$ cat src/rtl/assoc_pkg.sv
package assoc_pkg;
  localparam int DEF_NUM_WORDS = 4;
  localparam int DEF_WORD_W    = 4;

  function automatic int idx_width(input int n);
    return (n > 1) ? $clog2(n) : 1;
  endfunction
endpackage

$ cat src/rtl/assoc_store.sv
module assoc_store #(
  parameter int NUM_WORDS = assoc_pkg::DEF_NUM_WORDS,
  parameter int WORD_W    = assoc_pkg::DEF_WORD_W,
  localparam int IDX_W    = assoc_pkg::idx_width(NUM_WORDS)
) (
  input  logic                        clk,
  input  logic                        rst,
  input  logic                        we,
  input  logic [IDX_W-1:0]            waddr,
  input  logic [WORD_W-1:0]           wdata,
  output logic [NUM_WORDS*WORD_W-1:0] words_flat
);
  logic [WORD_W-1:0] mem [NUM_WORDS];

  always_ff @(posedge clk) begin
    if (rst) begin
      for (int i = 0; i < NUM_WORDS; i++) mem[i] <= '0;
    end else if (we && (int'(waddr) < NUM_WORDS)) begin
      mem[waddr] <= wdata;
    end
  end

  for (genvar g = 0; g < NUM_WORDS; g++) begin : g_flat
    assign words_flat[g*WORD_W +: WORD_W] = mem[g];
  end
endmodule

$ cat src/rtl/assoc_match.sv
module assoc_match #(
  parameter int NUM_WORDS = assoc_pkg::DEF_NUM_WORDS,
  parameter int WORD_W    = assoc_pkg::DEF_WORD_W
) (
  input  logic [NUM_WORDS*WORD_W-1:0] words_flat,
  input  logic [WORD_W-1:0]           key,
  input  logic [WORD_W-1:0]           mask,
  output logic [NUM_WORDS-1:0]        raw_hit
);
  for (genvar g = 0; g < NUM_WORDS; g++) begin : g_cmp
    logic [WORD_W-1:0] diff;
    assign diff       = (words_flat[g*WORD_W +: WORD_W] ^ key) & mask;
    assign raw_hit[g] = (diff == '0);
  end
endmodule

$ cat src/rtl/assoc_priority.sv
module assoc_priority #(
  parameter int NUM_WORDS = assoc_pkg::DEF_NUM_WORDS,
  localparam int IDX_W    = assoc_pkg::idx_width(NUM_WORDS)
) (
  input  logic [NUM_WORDS-1:0] req,
  output logic [NUM_WORDS-1:0] win_oh,
  output logic [IDX_W-1:0]     win_idx,
  output logic                 any
);
  logic [NUM_WORDS-1:0] lower_busy;

  assign lower_busy[0] = 1'b0;
  for (genvar g = 1; g < NUM_WORDS; g++) begin : g_chain
    assign lower_busy[g] = lower_busy[g-1] | req[g-1];
  end

  assign win_oh = req & ~lower_busy;
  assign any    = |req;

  always_comb begin
    win_idx = '0;
    for (int i = 0; i < NUM_WORDS; i++) begin
      if (win_oh[i]) win_idx = win_idx | IDX_W'(i);
    end
  end
endmodule

$ cat src/rtl/assoc_search_unit.sv
module assoc_search_unit #(
  parameter int NUM_WORDS = assoc_pkg::DEF_NUM_WORDS,
  parameter int WORD_W    = assoc_pkg::DEF_WORD_W,
  localparam int IDX_W    = assoc_pkg::idx_width(NUM_WORDS)
) (
  input  logic                 clk,
  input  logic                 rst,
  input  logic                 wr_en,
  input  logic [IDX_W-1:0]     wr_addr,
  input  logic [WORD_W-1:0]    wr_data,
  input  logic [WORD_W-1:0]    search_key,
  input  logic [WORD_W-1:0]    search_mask,
  input  logic                 search,
  input  logic                 sel_load,
  input  logic                 sel_all,
  input  logic [NUM_WORDS-1:0] sel_vec,
  output logic [NUM_WORDS-1:0] hit_onehot,
  output logic [IDX_W-1:0]     hit_idx,
  output logic                 hit_valid
);
  logic [NUM_WORDS*WORD_W-1:0] words_flat;
  logic [NUM_WORDS-1:0]        raw_hit;
  logic [NUM_WORDS-1:0]        qual_hit;
  logic [NUM_WORDS-1:0]        cand_q;
  logic [NUM_WORDS-1:0]        win_oh;
  logic [IDX_W-1:0]            win_idx;
  logic                        win_any;
  logic                        store_we;

  // a write that collides with a search is dropped
  assign store_we = wr_en & ~search;

  assoc_store #(.NUM_WORDS(NUM_WORDS), .WORD_W(WORD_W)) u_store (
    .clk        (clk),
    .rst        (rst),
    .we         (store_we),
    .waddr      (wr_addr),
    .wdata      (wr_data),
    .words_flat (words_flat)
  );

  assoc_match #(.NUM_WORDS(NUM_WORDS), .WORD_W(WORD_W)) u_match (
    .words_flat (words_flat),
    .key        (search_key),
    .mask       (search_mask),
    .raw_hit    (raw_hit)
  );

  assign qual_hit = raw_hit & cand_q;

  assoc_priority #(.NUM_WORDS(NUM_WORDS)) u_prio (
    .req     (qual_hit),
    .win_oh  (win_oh),
    .win_idx (win_idx),
    .any     (win_any)
  );

  always_ff @(posedge clk) begin
    if (rst) begin
      cand_q <= '1;
    end else if (sel_load) begin
      cand_q <= sel_all ? '1 : sel_vec;
    end else if (search) begin
      cand_q <= cand_q & ~win_oh;
    end
  end

  always_ff @(posedge clk) begin
    if (rst) begin
      hit_onehot <= '0;
      hit_idx    <= '0;
      hit_valid  <= 1'b0;
    end else if (search) begin
      hit_onehot <= win_oh;
      hit_idx    <= win_idx;
      hit_valid  <= win_any;
    end
  end
endmodule

$ cat config.mk
export PLATFORM = sky130hd
export DESIGN_NAME = assoc_search_unit
export DESIGN_NICKNAME = d
export VERILOG_FILES = /design/src/rtl/assoc_pkg.sv /design/src/rtl/assoc_store.sv /design/src/rtl/assoc_match.sv /design/src/rtl/assoc_priority.sv /design/src/rtl/assoc_search_unit.sv
export SDC_FILE = /design/constraint.sdc
export NUM_CORES = 1
export LEC_CHECK = 0
export BUFFER_PORTS_ARGS = -buffer_cell sky130_fd_sc_hd__buf_2
export CAP_MARGIN = 20
export CORE_MARGIN = 5
export CORE_UTILIZATION = 52
export DETAILED_ROUTE_END_ITERATION = 10
export PLACE_DENSITY_LB_ADDON = 0.12
export SLEW_MARGIN = 40
export SYNTH_ARGS = -nofsm -noshare
export SYNTH_HDL_FRONTEND = slang
export SYNTH_SLANG_ARGS = --single-unit
$ cat constraint.sdc
create_clock -name clk -period 2.1 [get_ports clk]
set_input_delay 0 -clock clk [delete_from_list [all_inputs] [get_ports clk]]
set_output_delay 0 -clock clk [all_outputs]
set_load 0.01 [all_outputs]
# Word level (Yosys, flattened, before mapping)
# Memories as Yosys holds them, arrays and structs flattened.
# Index checks and enable logic that the tools add are counted.
totals:
  elab_cells: 43
  register_bits: 11
  latch_bits: 0
  romBits: 0
  ram_bits: 16
  mem_count: 1
  output_inout_bits: 7
memory_table:
  columns: ["name", "depth", "width", "rd", "rd_clocked_by_memory_dff", "write_ports", "line_no", "source"]
  rows:
  - ["u_store.mem", 4, 4, 4, 0, 4, "assoc_store.sv:13", "logic [WORD_W-1:0] mem [NUM_WORDS];"]
op_classes:
  div_mod_pow: 0
  reduce_logical: 7
  muxes: 14
  n_shift: 0
  n_eq_ne: 0
  order_cmp: 0
  add_sub_neg: 0
  n_bitwise: 17
  mul: 0
ops:
  columns: ["op", "count"]
  rows:
  - ["4-bit AND", 7]
  - ["4-bit logical NOT", 4]
  - ["4-bit 2-to-1 mux", 4]
  - ["4-bit XOR", 4]
  - ["4-bit NOT", 2]
  - ["4-bit OR reduction", 2]
  - ["1-bit 2-to-1 mux", 7]
  - ["2-bit 2-to-1 mux", 3]
  - ["1-bit OR", 2]
  - ["2-bit nonzero test", 1]
  - ["1-bit AND", 1]
  - ["1-bit NOT", 1]

# Longest topological paths before layout
# Gate-level depths: netlist (run 1).
# An unclocked memory read counts as a cell.
depth:
  depth_word: 13
  depth_mapped: 5
  depth_no_buf: 5

# Cells and area by module
# Synthesis (run 1) repeated with hierarchy kept, for this count alone.
unflattened:
  hier_cells: 122
  hier_area_um2: 1415.1
by_module_without_submodules:
  columns: ["module", "area_each_um2", "cells_per_inst", "n_inst", "seq_area_each_um2"]
  rows:
  - ["assoc_store", 674.4, 43, 1, 480.5]
  - ["assoc_search_unit", 459.2, 45, 1, 220.2]
  - ["assoc_match", 222.7, 24, 1, 0.0]
  - ["assoc_priority", 58.8, 10, 1, 0.0]

# Worst setup path after synthesis (run 1)
# OpenSTA, ideal clock, no wires.
synth_timing:
  kind: "reg2reg"
  start: "memory u_store.mem[1][0] in the netlist's numbering"
  end: "register cand_q[1]"
  setup_slack_ps: 595
  setup_time_ps: 116
  path_buffers: 0
  arrival_ps: 1389
  stages_incl_launch_ff: 6
  path_cell_list: "edfxtp_1 -> xor2_1 -> a222oi_1 -> nand3_1 -> nand2b_4 -> a31o_1"
synth_rtl:
  columns: ["item", "line_no", "source"]
  rows:
  - ["start, declared", "assoc_store.sv:13", null]
  - ["end signal, assigned", "assoc_search_unit.sv:62", "cand_q <= sel_all ? '1 : sel_vec;"]
  - ["end signal, assigned", "assoc_search_unit.sv:64", "cand_q <= cand_q & ~win_oh;"]
  - ["end, declared", "assoc_search_unit.sv:24", "logic [NUM_WORDS-1:0] cand_q;"]

==> metrics.log, run 1 <==
INFO  metric cp_num_cells = 6
INFO  metric layout_cells_excl_fill = 193
INFO  metric route.detailed.vias_per_inst = between 5 and 6
INFO  metric crit_path_cell_chain = xor2_1 > a22oi_1 > nand3_1 > a21oi_1 > o21ai_0 > dlygate4sd3_1
INFO  metric hold_viol = 0
INFO  metric timing.critical_path.arrival = 2.16 ns
INFO  metric synth_cell_type_count = 27
INFO  metric worst_setup_path_end_kind = flop
INFO  metric placed_cells_incl_taps = roughly 180
INFO  metric fillerInstances = slightly above 200
INFO  metric grtUsageTotal = 0.177
INFO  metric timing.hold.worst_endpoint = u_store.mem[2][2]
INFO  metric gpl_wtd_cong = 0.811
INFO  metric route.detailed.drc = 0
INFO  metric rr_endpoint = cand_q[0]
INFO  metric total_number_of_clock_tree_sinks = 27
INFO  metric routed-via-count = about 1.1k
INFO  metric multiInputGateArea = about 600 µm²
INFO  metric achievable-frequency = ~520 MHz
INFO  metric yosysWarnings = 0
INFO  metric ir_worst_vdd = 0.000417 V
INFO  metric hold_path_startpoint = wr_data[2]
INFO  metric synthToLayoutAreaGrowth = 21.8%
INFO  metric power_per_cell_area = about 640 mW/mm²
INFO  metric worst_path_fanout_max = 2
INFO  metric post_synth_instance_area = about 0.0013 mm²
INFO  metric period_share = 0.923
INFO  metric post_cts.resized_instances = 0
INFO  metric dpl_hpwl = around 2.2 mm
INFO  metric vias_in_the_first_global_route = 1069
INFO  metric iteration_0_drc_count_of_the_detailed_router = 44
INFO  metric total_of_flip_flops_plus_latches_after_synthesis = 27
INFO  metric mappedNetlistNets = about 150
INFO  metric min_delay_path_depth = 2
INFO  metric cp_num_buf_inv = 1
INFO  metric cts_inserted_buffers = 3
INFO  metric dominantRegCellSynth = sky130_fd_sc_hd__edfxtp_1
INFO  metric die_area = about 0.0036 mm²
INFO  metric max_slew_margin = 0.700
INFO  metric timing.reg2reg.setup_slack = between 0.15 and 0.2 ns
INFO  metric cts-root-to-sink-buffers = 2
INFO  metric number_of_detailed_routing_iterations_run_before_antenna_repair = 4
INFO  metric floorplan.die.width = between 60 and 70 µm
INFO  metric finalSetupViolations = 0
INFO  metric num-nets-final = between 150 and 200
INFO  metric grt_start_max_net_pins = 15
INFO  metric synth_edf_count = 16
INFO  metric cellLeakagePower = 0.000685 µW
INFO  metric fraction_of_synthesized_cell_area_taken_by_the_top_area_cell_type = 0.365
INFO  metric cts_max_level = 1
INFO  metric final_antenna_net_count = 0
INFO  metric post_route_cells_drive_above_1_share = 0.239
INFO  metric r2r_start = u_store.mem[0][0]
INFO  metric critPathTopFamily = buffers and inverters
INFO  metric place.port_buffers = 30
INFO  metric core_area = ~0.0025 mm²
INFO  metric syn-instance-count = 123
INFO  metric routed_wire_length_per_instance = approximately 15 µm
INFO  metric worstSetupStartpointType = flop
INFO  metric grt_setup_unrepaired = false
INFO  metric cts_tree = yes
INFO  metric maxCapViolations = 0
INFO  metric timing_worst_slew_pin_value = about 0.45 ns
INFO  metric antenna_cells = 0
INFO  metric top_level_ports = 31
INFO  metric crit_path_time_final = slightly below 2 ns
INFO  metric synth_async_sr_flop_share = 0
INFO  metric first_pass_grt_wire_length = approximately 4.7 mm
INFO  metric fin_total_pwr = a little over 1000 µW
INFO  metric initial_antenna_violation_count = 0
INFO  metric die_y = 60.3 µm
INFO  metric final_max_slew_viol_count = 0
INFO  metric finalWorstSetupSlack = ~0.16 ns
INFO  metric status = finished clean
INFO  metric worst-endpoint-required = between 2 and 2.5 ns
INFO  metric worst_clock_skew = around 0.0019 ns
INFO  metric crit_path_top_delay_cell = sky130_fd_sc_hd__dlygate4sd3_1
INFO  metric initial_utilization = 0.536
INFO  metric path_clk_slew = 0.14 ns
INFO  metric routed_wl = 2.87 mm
INFO  metric layout_common_cells = 30 x sky130_fd_sc_hd__buf_2, 16 x sky130_fd_sc_hd__xor2_1, 16 x sky130_fd_sc_hd__edfxtp_1, 15 x sky130_fd_sc_hd__nand2_1, 12 x sky130_fd_sc_hd__and2_1
INFO  metric clock_latency_reported_for_the_late_side_of_the_worst_skew_pair = just over 0.3 ns
INFO  metric timing.hold.ws = about 0.0049 ns
INFO  metric clockRootBuffer = sky130_fd_sc_hd__clkbuf_4
INFO  metric yosys.area.top_type = sky130_fd_sc_hd__edfxtp_1
INFO  metric hold_path.class = in -> reg
INFO  metric critical_path.max_stage_delay = between 0.5 and 0.6 ns
INFO  metric fin_setup_tns = 0 ns
INFO  metric yosysSeqAreaShare = 0.532
INFO  metric grt_overflow_total = 0
INFO  metric core.rowCount = 18
INFO  metric dpl_worst_slack = roughly 0.48 ns
INFO  metric rr_worst_depth = 6
INFO  metric criticalPathCategory = reg -> reg
INFO  metric largest_cells_by_area_after_synthesis = sky130_fd_sc_hd__edfxtp_1 37%, sky130_fd_sc_hd__dfxtp_1 17%, sky130_fd_sc_hd__xor2_1 11%
INFO  metric seqCellArea = between 700 and 800 µm²
INFO  metric layout.cells.most_common = sky130_fd_sc_hd__buf_2
INFO  metric synthesized_area_per_cell = 10.7 µm²
-- routing by layer --
| metal | global-route usage | share of wire |
|---|---|---|
| met1 | 0.184 | 0.37 |
| met2 | 0.353 | 0.56 |
| met3 | 0.0281 | 0.054 |
| met4 | 0.0601 | 0.015 |
| met5 | 0 | 0 |
-- worst max path at each step --
stage	to	startpoint	slack (ns)
after CTS	cand_q[0]	u_store.mem[0][0]	0.17
after detailed placement	cand_q[1]	u_store.mem[1][0]	0.48
final	cand_q[0]	u_store.mem[0][0]	0.16
after global placement	cand_q[1]	u_store.mem[1][0]	0.52
after floorplan	cand_q[1]	u_store.mem[1][0]	0.59
after global routing	cand_q[0]	u_store.mem[0][0]	0.07
-- flip-flops by register name, indices dropped and copies added (netlist names) --
name / count
cand_q: 4
hit_onehot: 4
u_store.mem: 16
hit_idx: 2
hit_valid: 1
-- synth_stat cells, types with 3 or more instances --
| cell type | count |
|---|---|
| sky130_fd_sc_hd__xor2_1 | 16 |
| sky130_fd_sc_hd__inv_1 | 4 |
| sky130_fd_sc_hd__and3_1 | 6 |
| sky130_fd_sc_hd__dfxtp_1 | 11 |
| sky130_fd_sc_hd__nand2_1 | 15 |
| sky130_fd_sc_hd__o21ai_0 | 4 |
| sky130_fd_sc_hd__edfxtp_1 | 16 |
| sky130_fd_sc_hd__nand3_1 | 4 |
| sky130_fd_sc_hd__and2_1 | 12 |
| sky130_fd_sc_hd__a21oi_1 | 5 |
| sky130_fd_sc_hd__nor3_1 | 4 |
| sky130_fd_sc_hd__a22oi_1 | 3 |
-- area by class of cell --
class / instances / share of cell area
inverters: 4 / 0.00937
well taps: 30 / 0.0234
multi-input cells: 90 / 0.370
repair buffers: 38 / 0.144
clock buffers: 4 / 0.0164
flip-flops and latches: 27 / 0.437
-- per-stage QoR --
stage,utilization,cell area (µm²)
final,0.653,1600
after global routing,0.653,1600
after CTS,0.649,1590
after detailed placement,0.610,1500
after global placement,0.610,1500
after floorplan,-,1320
-- power by group --
part	leakage [µW]	internal, µW	switching [µW]	total (µW)
Combinational	0.000425	86.5	104	190
Sequential	0.000245	597	18.4	616
Clock	0.0000150	74.2	143	218
Total	0.000685	758	266	1020
-- kinds of logic after synthesis --
logic type,synth area share
AO/OA/AOI/OAI,0.135
flip-flops,0.532
AND/OR/NAND/NOR,0.209
buffers and inverters,0.0171
XOR/XNOR,0.106
-- what timing repair did --
item	CTS	global route
hold endpoints to repair	11	1
setup buffers	0	0
hold buffers	7	1
No activity file was read; power rests on OpenSTA's default activity.
==> inputs of run 2 (changes only) <==
--- a/config.mk
+++ b/config.mk
@@ -5,10 +5,11 @@
 export SDC_FILE = /design/constraint.sdc
 export NUM_CORES = 1
 export LEC_CHECK = 0
+export ABC_AREA = 1
 export BUFFER_PORTS_ARGS = -buffer_cell sky130_fd_sc_hd__buf_2
 export CAP_MARGIN = 20
 export CORE_MARGIN = 5
-export CORE_UTILIZATION = 52
+export CORE_UTILIZATION = 54
 export DETAILED_ROUTE_END_ITERATION = 10
 export PLACE_DENSITY_LB_ADDON = 0.12
 export SLEW_MARGIN = 40
==> metrics.log, run 2 <==
INFO  metric timing.critical_path.arrival = 1.64 ns (-0.52 ns)
INFO  metric pwr-share-comb = 0.205 (+0.019)
INFO  metric path_clk_slew = 0.15 ns (about the same)
INFO  metric register_bank_with_the_most_flops = u_store.mem
INFO  metric cts-root-to-sink-buffers = 2 (unchanged)
INFO  metric final_antenna_net_count = 0 (unchanged)
INFO  metric largest_reg_flops = 16 (unchanged)
INFO  metric gpl_wtd_cong = 0.815 (+0.48%)
INFO  metric post_cts_hold_buffer_count = 7 (unchanged)
INFO  metric cts_inserted_buffers = 3 (unchanged)
INFO  metric maxCapViolations = 0 (unchanged)
INFO  metric total_number_of_clock_tree_sinks = 27 (unchanged)
INFO  metric floorplan.die.width = 62.6 µm (+3.9%)
INFO  metric antenna_cells = 0 (unchanged)
INFO  metric synth_edf_count = 16 (unchanged)
INFO  metric r2r_start = u_store.mem[1][1]
INFO  metric power.clock.fraction = 0.217 (+0.004)
INFO  metric synth_async_sr_flop_share = 0 (unchanged)
INFO  metric crit_path_time_final = 1.59 ns (-0.351 ns)
INFO  metric mappedNetlistNets = 225 (+53%)
INFO  metric worst_path_fanout_max = 12 (+10)
INFO  metric post_route_cells_drive_above_1_share = 0.214 (-0.0250)
INFO  metric post_synth_instance_area = 0.00150 mm² (+14%)
INFO  metric critPathTopFamily = buffers and inverters
INFO  metric layout_common_cells = 52 x sky130_fd_sc_hd__nor2_1, 48 x sky130_fd_sc_hd__nand2_1, 30 x sky130_fd_sc_hd__buf_2, 19 x sky130_fd_sc_hd__inv_1, 16 x sky130_fd_sc_hd__edfxtp_1
INFO  metric num-nets-final = 263 (+40%)
INFO  metric hold_viol = 0 (unchanged)
INFO  metric dominantRegCellSynth = sky130_fd_sc_hd__edfxtp_1
INFO  metric largest_cells_by_area_after_synthesis = sky130_fd_sc_hd__edfxtp_1 32%, sky130_fd_sc_hd__dfxtp_1 15%, sky130_fd_sc_hd__nor2_1 13%
INFO  metric achievable-frequency = 629 MHz (+22%)
INFO  metric worst_setup_path_end_kind = flop
INFO  metric grtUsageTotal = 0.180 (+0.00272)
INFO  metric status = finished clean
INFO  metric worst-endpoint-required = 2.15 ns (-0.17 ns)
INFO  metric grt_overflow_total = 0 (unchanged)
INFO  metric grt_start_max_net_pins = 15 (unchanged)
INFO  metric rr_worst_depth = 9 (+3)
INFO  metric top_level_ports = 31 (unchanged)
INFO  metric seqPwrFrac = 0.578 (-0.023)
INFO  metric finalWorstSetupSlack = 0.511 ns (+0.351 ns)
INFO  metric cp_num_cells = 9 (+3)
INFO  metric rr_endpoint = hit_idx[0]
INFO  metric cellLeakagePower = 0.000857 µW (+25%)
INFO  metric cp-endpoint = u_store.mem[0][3]
INFO  metric initial_antenna_violation_count = 0 (unchanged)
INFO  metric p_sw_frac = 0.290 (+0.0305)
INFO  metric switchingPower = 310 µW (+17%)
INFO  metric synth_cell_type_count = 28 (+3.7%)
INFO  metric routed-via-count = 1321 (+24%)
INFO  metric vias_in_the_first_global_route = 1305 (+22%)
INFO  metric worst_clock_skew = 0.00208 ns (+0.000129 ns)
INFO  metric iteration_0_drc_count_of_the_detailed_router = 62 (+41%)
INFO  metric fillerInstances = 247 (+19%)
INFO  metric post_cts.resized_instances = 0 (unchanged)
INFO  metric yosysSeqAreaShare = 0.468 (-0.0641)
INFO  metric first_pass_grt_wire_length = 5.80 mm (+24%)
INFO  metric total_of_flip_flops_plus_latches_after_synthesis = 27 (unchanged)
INFO  metric syn-instance-count = 201 (+63%)
INFO  metric criticalPathCategory = in -> reg
INFO  metric largest_registers_in_the_final_layout = u_store.mem (16), cand_q (4), hit_onehot (4)
INFO  metric seqCellArea = 701 µm² (unchanged)
INFO  metric placed_area = 0.00166 mm² (+11%)
INFO  metric grt_setup_unrepaired = false
INFO  metric post_cts_buffers = 0 (unchanged)
INFO  metric route.detailed.vias_per_inst = 4.91 (-11%)
INFO  metric die_y = 62.6 µm (+3.9%)
INFO  metric cts_max_level = 1 (unchanged)
INFO  metric yosysWarnings = 0 (unchanged)
INFO  metric die_area = 0.00392 mm² (+7.9%)
INFO  metric finalSetupViolations = 0 (unchanged)
INFO  metric ir_worst_vdd = 0.000457 V (+9.6%)
INFO  metric routed_wire_length_per_instance = 12.2 µm (-18%)
INFO  metric yosys.cell_count.top_type = sky130_fd_sc_hd__nor2_1
INFO  metric number_of_detailed_routing_iterations_run_before_antenna_repair = 4 (unchanged)
INFO  metric period_share = 0.757 (-0.167)
INFO  metric power.internal = 759 µW (+0.19%)
INFO  metric crit_path_top_delay_cell = sky130_fd_sc_hd__dlygate4sd3_1
INFO  metric yosys.area.top_type = sky130_fd_sc_hd__edfxtp_1
INFO  metric fraction_of_synthesized_cell_area_taken_by_the_top_area_cell_type = 0.321 (-0.0439)
INFO  metric cp_num_buf_inv = 4 (+3)
INFO  metric worstSetupStartpointType = primary input
INFO  metric final_max_slew_viol_count = 0 (unchanged)
INFO  metric dpl_hpwl = 2.61 mm (+17%)
INFO  metric core.rowCount = 19 (+1)
INFO  metric hold_path.class = in -> reg
INFO  metric startpoint = search
INFO  metric critical_path.max_stage_delay = 0.53 ns (-0.04 ns)
INFO  metric timing_worst_slew_pin_value = 0.630 ns (+0.183 ns)
INFO  metric core_area = 0.00271 mm² (+10%)
INFO  metric layout.cells.most_common = sky130_fd_sc_hd__nor2_1
INFO  metric cts_tree = yes
INFO  metric synthToLayoutAreaGrowth = 17.2%
INFO  metric route.detailed.drc = 0 (unchanged)
INFO  metric initial_utilization = 0.552 (+0.0160)
INFO  metric crit_path_cell_chain = dlygate4sd3_1 > buf_2 > inv_1 > nand2_1 > nor2_1 > inv_2 > nor2_1 > nand2_1 > nand2_1
INFO  metric routed_wl = 3.27 mm (+14%)
INFO  metric multiInputGateArea = 678 µm² (+14%)
INFO  metric place.port_buffers = 30 (unchanged)
INFO  metric synth_commonest_cells = 52 x sky130_fd_sc_hd__nor2_1, 48 x sky130_fd_sc_hd__nand2_1, 19 x sky130_fd_sc_hd__inv_1
INFO  metric clock_latency_reported_for_the_late_side_of_the_worst_skew_pair = 0.32 ns (about the same)
INFO  metric power_per_cell_area = 610 mW/mm² (-4.5%)
INFO  metric post-route-cell-area = 0.00175 mm² (+9.4%)
INFO  metric timing.reg2reg.setup_slack = 0.72 ns (+0.56 ns)
INFO  metric synthesized_area_per_cell = 7.44 µm² (-30%)
INFO  metric crit_path_frequent_cell = sky130_fd_sc_hd__nand2_1
INFO  metric clockRootBuffer = sky130_fd_sc_hd__clkbuf_4
INFO  metric dpl_worst_slack = 0.706 ns (+0.231 ns)
INFO  metric max_slew_margin = 0.577 (-0.123)
INFO  metric fin_setup_tns = 0 ns (unchanged)
run 2: cell count changes after synthesis, moves of 9 or more:
cell / previous run / this run
sky130_fd_sc_hd__and2_1: 12 / 0
sky130_fd_sc_hd__nand3_1: 4 / 13
sky130_fd_sc_hd__nand2_1: 15 / 48
sky130_fd_sc_hd__nor2_1: 2 / 52
sky130_fd_sc_hd__xor2_1: 16 / 2
sky130_fd_sc_hd__inv_1: 4 / 19
run 2: kinds of logic (layout without fill, tap and decap cells):
family                    Yosys count  count (layout)  synth area share
DFF                                27              27             0.468
xor gates and xnor gates            2               2            0.0117
and+or+nand+nor                   131             131             0.391
buffers and inverters              28              65            0.0786
AOI/OAI and AO/OA                  13              13            0.0502
run 2: per-layer routing:
| metal | wire (µm) | track usage | part of all wire | up-vias |
|---|---|---|---|---|
| met5 | 0 | 0 | 0 | - |
| met4 | 44 | 0.0637 | 0.013 | 0 |
| met3 | 182 | 0.0324 | 0.056 | 4 |
| met2 | 1570 | 0.304 | 0.48 | 38 |
| met1 | 1480 | 0.229 | 0.45 | 570 |
| li1 | - | - | - | 709 |
run 2: layout make-up:
type | instances | share of cell area
Clock buffer | 4 | 0.0150
Inverter | 24 | 0.0514
Multi-Input combinational cell | 146 | 0.387
Sequential cell | 27 | 0.399
Tap cell | 31 | 0.0221
Timing Repair Buffer | 37 | 0.126
run 2: power by group through the flow:
stage               clock network (µW)  registers, µW  logic [µW]
floorplan                            0            629         142
global placement                     0            629         202
detailed placement                   0            630         208
CTS                                230            618         219
global route                       255            623         251
finish                             232            619         219
run 2: worst min-delay path by stage:
stage,start,cells past startpoint,to
after detailed placement,sel_vec[0],3,cand_q[0]
after global placement,sel_vec[0],3,cand_q[0]
final,sel_all,5,cand_q[2]
after CTS,sel_vec[3],5,cand_q[3]
after global routing,wr_data[2],3,u_store.mem[0][2]
after floorplan,sel_vec[0],2,cand_q[0]
run 2: worst register-to-register path: stages, from the launching register on:
cell	delay (ns)
sky130_fd_sc_hd__edfxtp_1	0.45
sky130_fd_sc_hd__nor2_1	0.14
sky130_fd_sc_hd__nor2_1	0.05
sky130_fd_sc_hd__nand2_1	0.06
sky130_fd_sc_hd__nand3_1	0.07
sky130_fd_sc_hd__nor2_1	0.18
sky130_fd_sc_hd__nand3_1	0.16
sky130_fd_sc_hd__nand2_1	0.09
sky130_fd_sc_hd__nor2_1	0.04
sky130_fd_sc_hd__nor2_1	0.08
run 2: per-stage QoR:
step                      hold WS, ns  power (µW)  cells  utilization
final                         0.00394        1070    269        0.647
after global routing           0.0287        1130    269        0.647
after CTS                     0.00159        1070    269        0.647
after floorplan                 0.148         770    201            -
after global placement          0.240         832    258        0.612
after detailed placement        0.249         838    258        0.612
